### src/rtl/spi_master_pkg.sv
package spi_master_pkg;
  localparam int unsigned DATA_W = 8;
  localparam int unsigned RATE_W = 3;

  localparam logic [1:0] ADDR_CTRL = 2'd0;
  localparam logic [1:0] ADDR_STAT = 2'd1;
  localparam logic [1:0] ADDR_DATA = 2'd2;

  // control register bit positions
  localparam int unsigned C_EN   = 0;
  localparam int unsigned C_MST  = 1;
  localparam int unsigned C_IE   = 2;
  localparam int unsigned C_CPOL = 3;
  localparam int unsigned C_CPHA = 4;

  // status register bit positions
  localparam int unsigned S_SSM  = 3;
  localparam int unsigned S_SSI  = 4;
  localparam int unsigned S_MODF = 6;
  localparam int unsigned S_DONE = 7;

  typedef struct packed {
    logic cpha;
    logic cpol;
    logic ie;
    logic mst;
    logic en;
  } ctrl_t;
endpackage

### src/rtl/spi_rate_gen.sv
module spi_rate_gen #(
  parameter int unsigned RATE_W = 3,
  localparam int unsigned CNT_W = (1 << RATE_W) - 1
) (
  input  logic              clk_i,
  input  logic              rst_ni,
  input  logic              busy_i,
  input  logic [RATE_W-1:0] rate_i,
  output logic              tick_o
);
  logic [CNT_W-1:0] cnt_q;
  logic [CNT_W-1:0] lim;

  always_comb begin
    lim = '0;
    for (int i = 0; i < CNT_W; i++) lim[i] = (i < int'(rate_i));
  end

  assign tick_o = busy_i && (cnt_q == lim);

  always_ff @(posedge clk_i or negedge rst_ni) begin
    if (!rst_ni)      cnt_q <= '0;
    else if (!busy_i) cnt_q <= '0;
    else if (tick_o)  cnt_q <= '0;
    else              cnt_q <= cnt_q + 1'b1;
  end

  assert_tick_gap_R7: assert property (@(posedge clk_i) disable iff (!rst_ni)
    (tick_o && rate_i != '0) |=> !tick_o);
endmodule

### src/rtl/spi_shift_engine.sv
module spi_shift_engine #(
  parameter int unsigned DATA_W = 8,
  localparam int unsigned EDGES  = 2 * DATA_W,
  localparam int unsigned EDGE_W = $clog2(EDGES)
) (
  input  logic              clk_i,
  input  logic              rst_ni,
  input  logic              start_i,
  input  logic              abort_i,
  input  logic              tick_i,
  input  logic              cpol_i,
  input  logic              cpha_i,
  input  logic [DATA_W-1:0] tx_i,
  input  logic              miso_i,
  output logic              busy_o,
  output logic              fin_o,
  output logic              sck_o,
  output logic              mosi_o,
  output logic [DATA_W-1:0] rx_o
);
  localparam logic [EDGE_W-1:0] LAST_EDGE = EDGE_W'(EDGES - 1);

  logic              busy_q, sck_q, mosi_q, fin_q;
  logic [EDGE_W-1:0] edge_q;
  logic [DATA_W-1:0] tx_q, rx_q;
  logic              lead, sample, last;

  assign lead   = !edge_q[0];
  assign sample = lead ^ cpha_i;
  assign last   = (edge_q == LAST_EDGE);

  always_ff @(posedge clk_i or negedge rst_ni) begin
    if (!rst_ni) begin
      busy_q <= 1'b0;
      sck_q  <= 1'b0;
      mosi_q <= 1'b0;
      fin_q  <= 1'b0;
      edge_q <= '0;
      tx_q   <= '0;
      rx_q   <= '0;
    end else begin
      fin_q <= 1'b0;
      if (abort_i) begin
        busy_q <= 1'b0;
      end else if (start_i && !busy_q) begin
        busy_q <= 1'b1;
        edge_q <= '0;
        sck_q  <= cpol_i;
        if (cpha_i) begin
          tx_q <= tx_i;
        end else begin
          mosi_q <= tx_i[DATA_W-1];
          tx_q   <= {tx_i[DATA_W-2:0], 1'b0};
        end
      end else if (busy_q && tick_i) begin
        sck_q  <= ~sck_q;
        edge_q <= edge_q + 1'b1;
        if (sample) begin
          rx_q <= {rx_q[DATA_W-2:0], miso_i};
        end else if (!last) begin
          mosi_q <= tx_q[DATA_W-1];
          tx_q   <= {tx_q[DATA_W-2:0], 1'b0};
        end
        if (last) begin
          busy_q <= 1'b0;
          fin_q  <= 1'b1;
        end
      end
    end
  end

  assign busy_o = busy_q;
  assign fin_o  = fin_q;
  assign sck_o  = busy_q ? sck_q : cpol_i;
  assign mosi_o = mosi_q;
  assign rx_o   = rx_q;

  assert_idle_hold_R2: assert property (@(posedge clk_i) disable iff (!rst_ni)
    (!busy_q && !start_i) |=> !busy_q);
  assert_end_after_last_R3: assert property (@(posedge clk_i) disable iff (!rst_ni)
    (busy_q && tick_i && last && !abort_i) |=> (!busy_q && fin_q));
endmodule

### src/rtl/spi_reg_file.sv
module spi_reg_file
  import spi_master_pkg::*;
#(
  parameter int unsigned DATA_W = 8,
  parameter int unsigned RATE_W = 3
) (
  input  logic              clk_i,
  input  logic              rst_ni,
  input  logic [1:0]        addr_i,
  input  logic              wr_i,
  input  logic              rd_i,
  input  logic [DATA_W-1:0] wdata_i,
  output logic [DATA_W-1:0] rdata_o,
  input  logic              ss_ni,
  input  logic              busy_i,
  input  logic              fin_i,
  input  logic [DATA_W-1:0] rx_i,
  output ctrl_t             ctrl_o,
  output logic [RATE_W-1:0] rate_o,
  output logic              start_o,
  output logic [DATA_W-1:0] tx_o,
  output logic              irq_o
);
  ctrl_t             ctrl_q;
  logic [RATE_W-1:0] rate_q;
  logic              ssm_q, ssi_q, modf_q, done_q, arm_q;
  logic [DATA_W-1:0] rxbuf_q;
  logic              ss_int, stat_acc, data_rd, data_wr, ctrl_wr, stat_wr, clear;

  assign ss_int   = ssm_q ? ssi_q : ss_ni;
  assign stat_acc = (rd_i || wr_i) && (addr_i == ADDR_STAT);
  assign data_rd  = rd_i && (addr_i == ADDR_DATA);
  assign data_wr  = wr_i && (addr_i == ADDR_DATA);
  assign ctrl_wr  = wr_i && (addr_i == ADDR_CTRL);
  assign stat_wr  = wr_i && (addr_i == ADDR_STAT);
  assign clear    = data_rd && arm_q;

  assign start_o = data_wr && ctrl_q.en && ctrl_q.mst && !busy_i && !(done_q && !arm_q);
  assign tx_o    = wdata_i;
  assign irq_o   = done_q && ctrl_q.ie;
  assign ctrl_o  = ctrl_q;
  assign rate_o  = rate_q;

  always_ff @(posedge clk_i or negedge rst_ni) begin
    if (!rst_ni) begin
      ctrl_q <= '0;
      rate_q <= '0;
      ssm_q  <= 1'b0;
      ssi_q  <= 1'b0;
    end else begin
      if (ctrl_wr) ctrl_q <= ctrl_t'(wdata_i[C_CPHA:C_EN]);
      if (stat_wr) begin
        rate_q <= wdata_i[RATE_W-1:0];
        ssm_q  <= wdata_i[S_SSM];
        ssi_q  <= wdata_i[S_SSI];
      end
      if (!ss_int) begin
        ctrl_q.en  <= 1'b0;
        ctrl_q.mst <= 1'b0;
      end
    end
  end

  always_ff @(posedge clk_i or negedge rst_ni) begin
    if (!rst_ni) begin
      done_q  <= 1'b0;
      modf_q  <= 1'b0;
      arm_q   <= 1'b0;
      rxbuf_q <= '0;
    end else begin
      if (fin_i) rxbuf_q <= rx_i;

      if (fin_i)      done_q <= 1'b1;
      else if (clear) done_q <= 1'b0;

      if (!ss_int && (ctrl_q.en || ctrl_q.mst)) modf_q <= 1'b1;
      else if (clear)                           modf_q <= 1'b0;

      if (clear)                              arm_q <= 1'b0;
      else if (stat_acc && (done_q || modf_q)) arm_q <= 1'b1;
    end
  end

  always_comb begin
    rdata_o = '0;
    if (rd_i) begin
      unique case (addr_i)
        ADDR_CTRL: rdata_o[C_CPHA:C_EN] = ctrl_q;
        ADDR_STAT: begin
          rdata_o[RATE_W-1:0] = rate_q;
          rdata_o[S_SSM]      = ssm_q;
          rdata_o[S_SSI]      = ssi_q;
          rdata_o[S_MODF]     = modf_q;
          rdata_o[S_DONE]     = done_q;
        end
        ADDR_DATA: rdata_o = rxbuf_q;
        default:   rdata_o = '0;
      endcase
    end
  end

  assert_flag_set_R3: assert property (@(posedge clk_i) disable iff (!rst_ni)
    fin_i |=> done_q);
  assert_flag_clear_R5: assert property (@(posedge clk_i) disable iff (!rst_ni)
    $fell(done_q) |-> $past(data_rd && arm_q));
  assert_blocked_write_R6: assert property (@(posedge clk_i) disable iff (!rst_ni)
    (data_wr && done_q && !arm_q && !busy_i) |=> !busy_i);
  assert_mode_drop_R10: assert property (@(posedge clk_i) disable iff (!rst_ni)
    !ss_int |=> (!ctrl_q.en && !ctrl_q.mst));
endmodule

### src/rtl/spi_byte_master.sv
module spi_byte_master
  import spi_master_pkg::*;
(
  input  logic        clk_i,
  input  logic        rst_ni,
  input  logic [1:0]  addr_i,
  input  logic        wr_i,
  input  logic        rd_i,
  input  logic [7:0]  wdata_i,
  output logic [7:0]  rdata_o,
  output logic        irq_o,
  output logic        sck_o,
  output logic        mosi_o,
  input  logic        miso_i,
  input  logic        ss_ni
);
  ctrl_t             ctrl;
  logic [RATE_W-1:0] rate;
  logic              start, busy, fin, tick;
  logic [DATA_W-1:0] tx, rx;

  spi_reg_file #(.DATA_W(DATA_W), .RATE_W(RATE_W)) u_regs (
    .clk_i, .rst_ni, .addr_i, .wr_i, .rd_i, .wdata_i, .rdata_o, .ss_ni,
    .busy_i(busy), .fin_i(fin), .rx_i(rx), .ctrl_o(ctrl), .rate_o(rate),
    .start_o(start), .tx_o(tx), .irq_o
  );

  spi_rate_gen #(.RATE_W(RATE_W)) u_rate (
    .clk_i, .rst_ni, .busy_i(busy), .rate_i(rate), .tick_o(tick)
  );

  spi_shift_engine #(.DATA_W(DATA_W)) u_eng (
    .clk_i, .rst_ni, .start_i(start), .abort_i(!(ctrl.en && ctrl.mst)),
    .tick_i(tick), .cpol_i(ctrl.cpol), .cpha_i(ctrl.cpha), .tx_i(tx),
    .miso_i, .busy_o(busy), .fin_o(fin), .sck_o, .mosi_o, .rx_o(rx)
  );
endmodule

### config.mk
export PLATFORM = sky130hd
export DESIGN_NAME = spi_byte_master
export DESIGN_NICKNAME = d
export VERILOG_FILES = /design/src/rtl/spi_master_pkg.sv /design/src/rtl/spi_rate_gen.sv /design/src/rtl/spi_shift_engine.sv /design/src/rtl/spi_reg_file.sv /design/src/rtl/spi_byte_master.sv
export SDC_FILE = /design/constraint.sdc
export NUM_CORES = 1
export LEC_CHECK = 0
export BUFFER_PORTS_ARGS = -buffer_cell sky130_fd_sc_hd__buf_2
export CAP_MARGIN = 20
export CORE_ASPECT_RATIO = 1.75
export CORE_MARGIN = 2
export CORE_UTILIZATION = 47
export DETAILED_ROUTE_END_ITERATION = 8
export MAX_ROUTING_LAYER = met4
export PLACE_DENSITY = 0.68
export SYNTH_ARGS = -nofsm -noshare
export SYNTH_HDL_FRONTEND = slang
export SYNTH_SLANG_ARGS = --single-unit
### constraint.sdc
create_clock -name clk_i -period 2.3 [get_ports clk_i]
set_input_delay 0.46 -clock clk_i [delete_from_list [all_inputs] [get_ports clk_i]]
set_output_delay 0.46 -clock clk_i [all_outputs]
set_load 0.02 [all_outputs]
== Word-level counts from Yosys, hierarchy flattened ==
Index checks and enable logic that the tools add are counted.

* Register bits: 52
* Input bits: 16
* Output and inout bits: 11
* Word-level logic and storage cells: 115

* Add/sub/neg operators: 2
* Order comparisons: 7
* Equal/unequal tests: 10
* Muxes and demuxes: 37
* Bitwise operators: 3
* Reductions and logical operators: 36

{| class="wikitable"
|+ Operators with widths
! kind !! number
|-
| 8-bit two-way mux || 6
|-
| 1-bit two-way mux || 23
|-
| 1-bit logical AND || 18
|-
| 5-bit one-hot mux with 3 select lines || 1
|-
| 7-bit two-way mux || 2
|-
| 3-bit < comparator (first input constant) || 3
|-
| 4-bit two-way mux || 2
|-
| 2-bit != test (second input constant) || 4
|-
| 4-bit AND reduction || 2
|-
| 2-bit nonzero test || 4
|-
| 7-bit by 1-bit adder with 7-bit output (second input constant) || 1
|-
| 7-bit equality test || 1
|-
| 1-bit by 3-bit < comparator with 1-bit output (first input constant) || 2
|-
| 2-bit by 3-bit < comparator with 1-bit output (first input constant) || 2
|-
| 3-bit by 1-bit != test with 1-bit output (second input constant) || 2
|-
| 1-bit zero test || 5
|-
| 5-bit AND reduction || 1
|-
| 4-bit by 1-bit adder with 4-bit output (second input constant) || 1
|-
| 4-bit equality test (second input constant) || 1
|-
| 2-bit two-way mux || 2
|-
| 2-bit one-hot mux with 2 select lines || 1
|-
| 2-bit AND reduction || 2
|-
| 1-bit logical OR || 3
|-
| 2-bit by 1-bit equality test with 1-bit output (second input constant) || 1
|-
| other kinds (4) || 5
|}

== Logic depth before layout (Yosys ltp) ==
Gate-level depths: netlist of the first run.

* Depth after elaboration: 9
* Gate-level depth with buffers: 9
* Depth with buffers taken out: 7

== Modules after synthesis ==
A second synthesis of the first run with hierarchy kept.

* Cell total of the unflattened synthesis: 251
* Area, all modules: 2950.3 µm²

{| class="wikitable"
|+ Modules (own cells, without submodules)
! module !! instances !! cells each !! area an instance (µm²) !! sequential area each (µm²)
|-
| spi_shift_engine || 1 || 106 || 1265.0 || 600.6
|-
| spi_reg_file || 1 || 93 || 1167.4 || 525.5
|-
| spi_rate_gen || 1 || 51 || 514.2 || 175.2
|-
| spi_byte_master || 1 || 1 || 3.8 || 0.0
|}

== Worst setup path before layout of the first run ==
No wires, ideal clock.

* Path kind: reg-to-reg
* Start: reg u_regs.rate_q[2] (netlist: u_regs.rate_o[2])
* End: reg u_eng.rx_q[0] (netlist: u_eng.rx_o[0])
* Setup time: 128 ps
* Data arrival time: 2056 ps
* Required time: 2172 ps
* Slack: 116 ps
* Cell stages (with the launch flop): 9
* Buffers on the path: 2
* Clock period less this slack: 2184 ps
* Cell sequence: dfrtp_1 buf_2 nor3_2 o211ai_1 and3_4 or3_1 buf_2 nor2_4 mux2_1

* Word-level cells in the longest chain between the ends: 5
* Elaborated cells on any way between the ends: 11
* Those cells by class: order compare (7); eq/ne (1); reduce/logical (3)

{| class="wikitable"
|+ RTL lines
! element !! RTL line !! source
|-
| start, declared || spi_reg_file.sv:25 || <nowiki>logic [RATE_W-1:0] rate_q;</nowiki>
|-
| start signal, assigned || spi_reg_file.sv:53 || <nowiki>rate_q <= wdata_i[RATE_W-1:0];</nowiki>
|-
| 1-bit by 3-bit < comparator with 1-bit output, or another cell as far along || spi_rate_gen.sv:16 || <nowiki>for (int i = 0; i < CNT_W; i++) lim[i] = (i < int'(rate_i));</nowiki>
|-
| 7-bit equality test * || spi_rate_gen.sv:19 || <nowiki>assign tick_o = busy_i && (cnt_q == lim);</nowiki>
|-
| 1-bit logical AND * || spi_rate_gen.sv:19 ||
|-
| 1-bit logical AND * || spi_shift_engine.sv:55 || <nowiki>end else if (busy_q && tick_i) begin</nowiki>
|-
| 4-bit AND reduction (no source line) * || n/a ||
|-
| end signal, assigned || spi_shift_engine.sv:59 || <nowiki>rx_q <= {rx_q[DATA_W-2:0], miso_i};</nowiki>
|-
| end, declared || spi_shift_engine.sv:25 || <nowiki>logic [DATA_W-1:0] tx_q, rx_q;</nowiki>
|}

Mark *: on every way between the ends. The rest lies on a longest branch, timed or not.
A chain may end at the register's enable or synchronous reset.

== Final worst setup path of the first run ==
* Start: reg u_regs.rate_q[2] (netlist: u_regs.rate_o[2])
* End: reg u_eng.rx_q[4] (netlist: u_eng.rx_o[4])

The elaborated chain is that of the path after synthesis.

==> summary.txt, run 1 <==
Outcome
  • Status: finished, final reports clean

Yosys
  • Synth top area share: 49.7%
  • Area leader, netlist: dfrtp_1
  • Post-synth EDFFs: 0
  • Avg Inst Size Synth: 10.9 um2
  • Post-synth ARST share: 100%
  • Post-Synth XOR/XNOR Area: 2.68%
  • Multiplexer share of the synthesized area: 13.4%
  • Post-Syn Nets: 261
  • Yosys cell types: 46
  • Synth top area cells: dfrtp_1 50%, mux2_2 7.3%, nand3_1 3.4%
  • Synth Area in Adders: 2.87%
  • Main combinational cell family by area after synthesis: simple AND/OR/NAND/NOR gates
  • Synth Area in Simple Gates: 18.4%
  • Post-Synthesis Cells: 239
  • Area of the mapped netlist: 2620 um2
  • Sequential share of the synthesized area: 49.7%
  • Post-synthesis compound-gate area fraction: 10.3%
  • Synthesized flop and latch total: 52
  • Warnings, synthesis: 0
  • Synth Flop Type: dfrtp_1

Floorplanning
  • Core area: 5450 um2
  • Initial Utilization: 48.0%
  • Die width: 60.4 um
  • Area of the die: 6200 um2
  • Die Height: 103 um
  • Rows: 36
  • Top-Level Pins: 27

STA
  • Least-Margin Pin Slew: 626 ps
  • Setup Skew: 7.57 ps
  • TNS Setup: 0 ps
  • Final period util: 96.0%
  • Min Tclk post-route: 2210 ps
  • Final Hold Viols: 0
  • Final hold slack: 166 ps
  • Max frequency: 0.453 GHz
  • Worst rel slew slack: 58.3%
  • Slew Limit Fails: 0
  • Final setup fails: 0

Power and ir drop
  • P per Cell Area: 653 nW/um2
  • VDD IR-drop max: 0.000491 V
  • Lkg Pwr: 1.41 nW
  • Overall Power: 1.99 mW

Detailed routing
  • DR vias/cell: 5.55
  • Drt pass-1 iters: 4
  • DRT antenna net count: 0
  • Avg WL per Cell: 15.8 um
  • Total Wirelength: 5.57 mm
  • # DRC: 0
  • DR iter-0 viols: 88
  • Via count: 1959

Run
  • Max-cap violations: 0

GRT
  • GRT Total Usage: 20.5%
  • Total grt overflow: 0
  • Largest net degree at the start of global routing: 28
  • First-pass GRT wire length: 9.14 mm
  • Initial antenna violation count: 0
  • Vias in the first global route: 1923

Placement
  • Dpl cells: 340
  • DPL Wire Length: 4.21 mm
  • # port buffers: 26
  • Final GP Congestion: 0.836

Worst setup path
  • Reg2reg start: u_regs.rate_o[2]$_DFFE_PN0P_
  • R2R depth: 6
  • CP Capture Type: register
  • Req. time, crit path: 2490 ps
  • CP startpoint kind: register
  • Setup CP Type: reg -> reg
  • Reg-to-reg endpoint: u_eng.rx_o[4]$_DFFE_PN0P_
  • Setup crit start: u_regs.rate_o[2]$_DFFE_PN0P_
  • Critical path fanouts, max: 8
  • Crit path arrival time: 2400 ps
  • R2R setup slack: 90 ps

Layout
  • Layout Cells excl Fill: 353
  • Layout fillers: 488
  • Layout Nets: 298
  • Syn-to-layout area delta: 16.8%
  • Antenna Cells: 0
  • Utilization of the core after routing: 56.1%
  • Share of layout cells above drive strength 1: 28.9%

Clocking
  • TritonCTS buffer count: 5
  • Clock-pin slew on the worst setup and hold paths: 90 ps
  • Worst skew pair latency: 300 ps
  • CTS Hold Buffers Added: 0
  • CTS HTree Levels: 2
  • Clock Sinks: 52
  • CTS tree: yes
  • Clock Tree Buf Depth: 2
  • Root buf cell: clkbuf_8

Min path
  • HP Class: in -> async
cells by family (layout without fill, tap and decap cells):
group / count (synthesis) / count (layout)
AO/OA/AOI/OAI: 33 / 33
XOR/XNOR: 8 / 8
adder cells (fa/ha/maj): 6 / 6
buffers and inverters: 15 / 53
flip-flops: 52 / 52
multiplexers: 32 / 32
AND/OR/NAND/NOR: 93 / 93
routing by layer:
metal	wire length (um)	global-route usage, %	vias up	share of wire (%)
li1	-	-	946	-
met1	2190	22.9	974	39
met2	3150	34.9	33	57
met3	149	2.89	6	2.7
met4	77	10.1	0	1.4
met5	0	-	-	0
stage by stage:
step	worst slack, ps	instance area (um2)
floorplan	116	2620
global placement	83.0	2880
detailed placement	-40.1	2880
CTS	43.1	3010
global route	-12.6	3060
finish	91.3	3060
final cells by class:
class,instances,area [um2],area share (%)
clock buffer,6,82.6,2.70
multi-input combinational,172,1260,41.4
tap,76,95.1,3.11
timing repair buffer,42,260,8.52
clock inverter,2,38.8,1.27
sequential,52,1300,42.7
inverter,3,11.3,0.369
registers in the layout, indices dropped and copies added (netlist names):
register,cells
u_regs.rate_o,3
u_regs.ssi_q,1
u_eng.mosi_o,1
u_regs.arm_q,1
u_eng.fin_o,1
u_regs.ssm_q,1
u_eng.sck_q,1
u_eng.rx_o,8
u_eng.busy_o,1
u_regs.rxbuf_q,8
u_regs.done_q,1
u_regs.modf_q,1
u_eng.edge_q,4
u_eng.tx_q,8
u_rate.cnt_q,7
u_regs.ctrl_o,5
worst max-delay path, stage by stage (launching register included):
cell and delay, ps:
dfrtp_2 450, buf_4 150, o41ai_2 320, o32ai_2 150, or3_4 410, nor2_4 250, mux2_1 350
report_power, final:
part           internal [mW]  switching, mW
Clock                  0.356          0.299
Combinational          0.155          0.153
Sequential             0.968         0.0649
Total                   1.48          0.516
worst max-delay path by stage:
stage / endpoint / slack (ps)
final: u_eng.rx_o[4]$_DFFE_PN0P_ / 90
after global routing: u_eng.rx_o[4]$_DFFE_PN0P_ / -10
after CTS: u_eng.rx_o[4]$_DFFE_PN0P_ / 40
after detailed placement: u_eng.rx_o[4]$_DFFE_PN0P_ / -40
after global placement: u_eng.rx_o[3]$_DFFE_PN0P_ / 80
after floorplan: u_eng.rx_o[0]$_DFFE_PN0P_ / 120
repair_timing:
| item | in CTS | in global routing |
|---|---|---|
| gates resized for setup | 2 | 4 |
| setup endpoints to repair | 8 | 8 |
| pin swaps | 1 | 1 |
| setup buffers | 0 | 5 |
synth_stat cells, types with 5 or more instances:
cell and instances:
nor3_1 6, clkbuf_1 9, o221ai_1 6, ha_1 6
mux2_1 8, nor2_1 21, nand3_1 18, mux2_2 17
nand2_1 21, dfrtp_1 52, mux2i_1 7, xnor2_1 5
a222oi_1 5
cells in the final DEF (no fill, tap or decap), types with 3 or more instances in the layout:
cell type / instances
clkbuf_8: 6
xnor2_1: 5
nand3_1: 18
mux2_1: 8
mux2_2: 17
nor3_2: 3
dfrtp_1: 50
o221ai_1: 6
o211ai_1: 3
a222oi_1: 5
xor2_1: 3
buf_4: 14
buf_2: 26
nand2b_1: 4
a21oi_1: 4
and3_1: 3
o21ai_1: 4
inv_1: 3
ha_1: 6
nor2_1: 21
mux2i_1: 7
nor3_1: 5
nand2_1: 21
(Power assumes the default switching activity.)
==> inputs of run 2 (changes only) <==
--- a/config.mk
+++ b/config.mk
@@ -5,14 +5,14 @@
 export SDC_FILE = /design/constraint.sdc
 export NUM_CORES = 1
 export LEC_CHECK = 0
+export ABC_AREA = 1
 export BUFFER_PORTS_ARGS = -buffer_cell sky130_fd_sc_hd__buf_2
 export CAP_MARGIN = 20
 export CORE_ASPECT_RATIO = 1.75
 export CORE_MARGIN = 2
-export CORE_UTILIZATION = 47
+export CORE_UTILIZATION = 40
 export DETAILED_ROUTE_END_ITERATION = 8
 export MAX_ROUTING_LAYER = met4
-export PLACE_DENSITY = 0.68
 export SYNTH_ARGS = -nofsm -noshare
 export SYNTH_HDL_FRONTEND = slang
 export SYNTH_SLANG_ARGS = --single-unit
==> summary.txt, run 2 <==
Outcome
  • Status: finished, final reports clean

Detailed routing
  • Total Wirelength: 6.63 mm
  • DRT antenna net count: 0
  • Drt pass-1 iters: 7
  • Via count: 2419
  • # DRC: 0
  • Avg WL per Cell: 13.9 um
  • DR vias/cell: 5.07
  • DR iter-0 viols: 166

Placement
  • Area after DPL: 3050 um2
  • DPL Wire Length: 5.05 mm
  • Worst slack, placed: 241 ps
  • Final GP Congestion: 0.913
  • # port buffers: 26

STA
  • Min Tclk post-route: 2070 ps
  • Worst Slack Setup Final: 231 ps
  • Final hold slack: 172 ps
  • Final period util: 90.0%
  • Least-Margin Pin Slew: 632 ps
  • RSZ-0062 raised after global routing: false
  • Slew Limit Fails: 0
  • Final Hold Viols: 0
  • Setup Skew: 5.91 ps
  • Final setup fails: 0
  • Worst rel slew slack: 57.7%
  • TNS Setup: 0 ps
  • Max frequency: 0.483 GHz

Clocking
  • Clock Tree Buf Depth: 2
  • Clock Sinks: 52
  • CTS HTree Levels: 2
  • Post-CTS Setup Inserts: 0
  • CTS tree: yes
  • Worst skew pair latency: 290 ps
  • Clock-pin slew on the worst setup and hold paths: 70 ps
  • CTS Hold Buffers Added: 0
  • Total of cells resized after clock tree synthesis: 0
  • Root buf cell: clkbuf_16
  • TritonCTS buffer count: 5

GRT
  • Initial antenna violation count: 0
  • First-pass GRT wire length: 11.0 mm
  • GRT Total Usage: 19.4%
  • Largest net degree at the start of global routing: 26
  • Total grt overflow: 0
  • Vias in the first global route: 2397

Worst setup path
  • Crit path arrival time: 1610 ps
  • Critical path fanouts, max: 9
  • Req. time, crit path: 1840 ps
  • Setup CP Type: in -> out
  • CP startpoint kind: input port
  • CP Capture Type: output pin

Run
  • Max-cap violations: 0

Power and ir drop
  • VDD IR-drop max: 0.000542 V
  • P per Cell Area: 653 nW/um2
  • Lkg Pwr: 1.66 nW

Yosys
  • Synthesized flop and latch total: 52
  • Post-Syn Nets: 384
  • Area of the mapped netlist: 2820 um2
  • Synth top area share: 46.1%
  • Synth top cells by count: 123 x nand2_1, 52 x dfrtp_1, 42 x inv_1, 35 x o21ai_0
  • Synth Flop Type: dfrtp_1
  • Yosys cell types: 35
  • Post-Synthesis Cells: 362
  • Post-synth ARST share: 100%
  • Area leader, netlist: dfrtp_1
  • Synth top area cells: dfrtp_1 46%, nand2_1 16%, o21ai_0 6.2%
  • Warnings, synthesis: 0
  • Avg Inst Size Synth: 7.80 um2
  • Count leader, synth: nand2_1
  • Post-synth EDFFs: 0
  • Sequential share of the synthesized area: 46.1%

Min path
  • HP Class: in -> async

Layout
  • Fin area: 3200 um2
  • Leading cell type in the layout, fill and taps excluded: nand2_1
  • Share of layout cells above drive strength 1: 14.8%
  • Layout fillers: 690
  • Most frequent cells in the layout: 123 x nand2_1, 52 x dfrtp_1, 42 x inv_1, 35 x o21ai_0, 26 x buf_2
  • Layout Nets: 414
  • Antenna Cells: 0
  • Syn-to-layout area delta: 13.2%

Floorplanning
  • Area of the die: 7770 um2
  • Core area: 6860 um2
  • Top-Level Pins: 27
  • Die Height: 115 um
  • Initial Utilization: 41.2%
  • Rows: 40
  • Die width: 67.5 um
## run 2: cell types whose count changed after synthesis, moves of 5 or more
cell / before / now
nand2_1: 21 / 123
inv_1: 3 / 42
clkbuf_1: 9 / 4
nand4_1: 2 / 16
a222oi_1: 5 / 0
mux2_2: 17 / 0
nor2_1: 21 / 14
mux2_1: 8 / 0
o21ai_0: 1 / 35
## run 2: cell families after synthesis
kind of cell               count (synthesis)  share of synthesized area, %
xor gates and xnor gates                   5                          1.82
DFF                                       52                          46.1
muxes                                      3                          1.06
adders and majority gates                  6                          2.66
AOI/OAI and AO/OA                         54                          10.8
and+or+nand+nor                          185                          29.0
buffers and inverters                     57                          8.60
## run 2: worst max-delay path, cell delays in order
cell,delay [ps]
buf_2,120
inv_1,70
ha_1,170
clkinv_1,230
o211ai_1,250
nand2_1,90
inv_1,60
buf_2,150
## run 2: stage by stage
| stage | std cells | power, mW | utilization (%) |
|---|---|---|---|
| 2_1_floorplan | 362 | 1.24 | - |
| 3_3_place_gp | 469 | 1.34 | 44.5 |
| 3_5_place_dp | 469 | 1.35 | 44.5 |
| 4_1_cts | 477 | 2.11 | 46.6 |
| 5_1_grt | 477 | 2.19 | 46.6 |
| 6_report | 477 | 2.09 | 46.6 |
## run 2: worst paths after layout
check	from	endpoint	slack, ps	depth (start not counted)
min in group clk_i	miso_i	u_eng.rx_o[0]$_DFFE_PN0P_	420	3
max	addr_i[0]	rdata_o[3]	230	8
max reg2reg	u_regs.rate_o[1]$_DFFE_PN0P_	u_eng.tx_q[0]$_DFFE_PN0P_	430	10
min	rst_ni	u_rate.cnt_q[2]$_DFF_PN0_	170	1
min reg2reg	u_eng.mosi_o$_DFFE_PN0P_	u_eng.mosi_o$_DFFE_PN0P_	470	2
max in group asynchronous	rst_ni	u_eng.rx_o[0]$_DFFE_PN0P_	1470	2
## run 2: routing by layer
metal	up-vias	global-route usage (%)	share of wire, %
met4	0	7.21	2.1
met5	-	-	0
met1	1150	21.7	42
met2	38	33.3	54
li1	1222	-	-
met3	9	3.62	2.9
## run 2: power breakdown
| group | internal, mW | switching, mW |
|---|---|---|
| clock network | 0.430 | 0.330 |
| registers | 0.964 | 0.0605 |
| logic | 0.108 | 0.198 |
## run 2: area by class of cell
type / instances / area [um2] / area share, %
clock buffers: 6 / 139 / 4.34
clock inverters: 2 / 10.0 / 0.313
multi-input cells: 253 / 1280 / 40.0
flip-flops and latches: 52 / 1300 / 40.7
well taps: 84 / 105 / 3.29
repair buffers: 34 / 190 / 5.95
inverters: 46 / 173 / 5.40
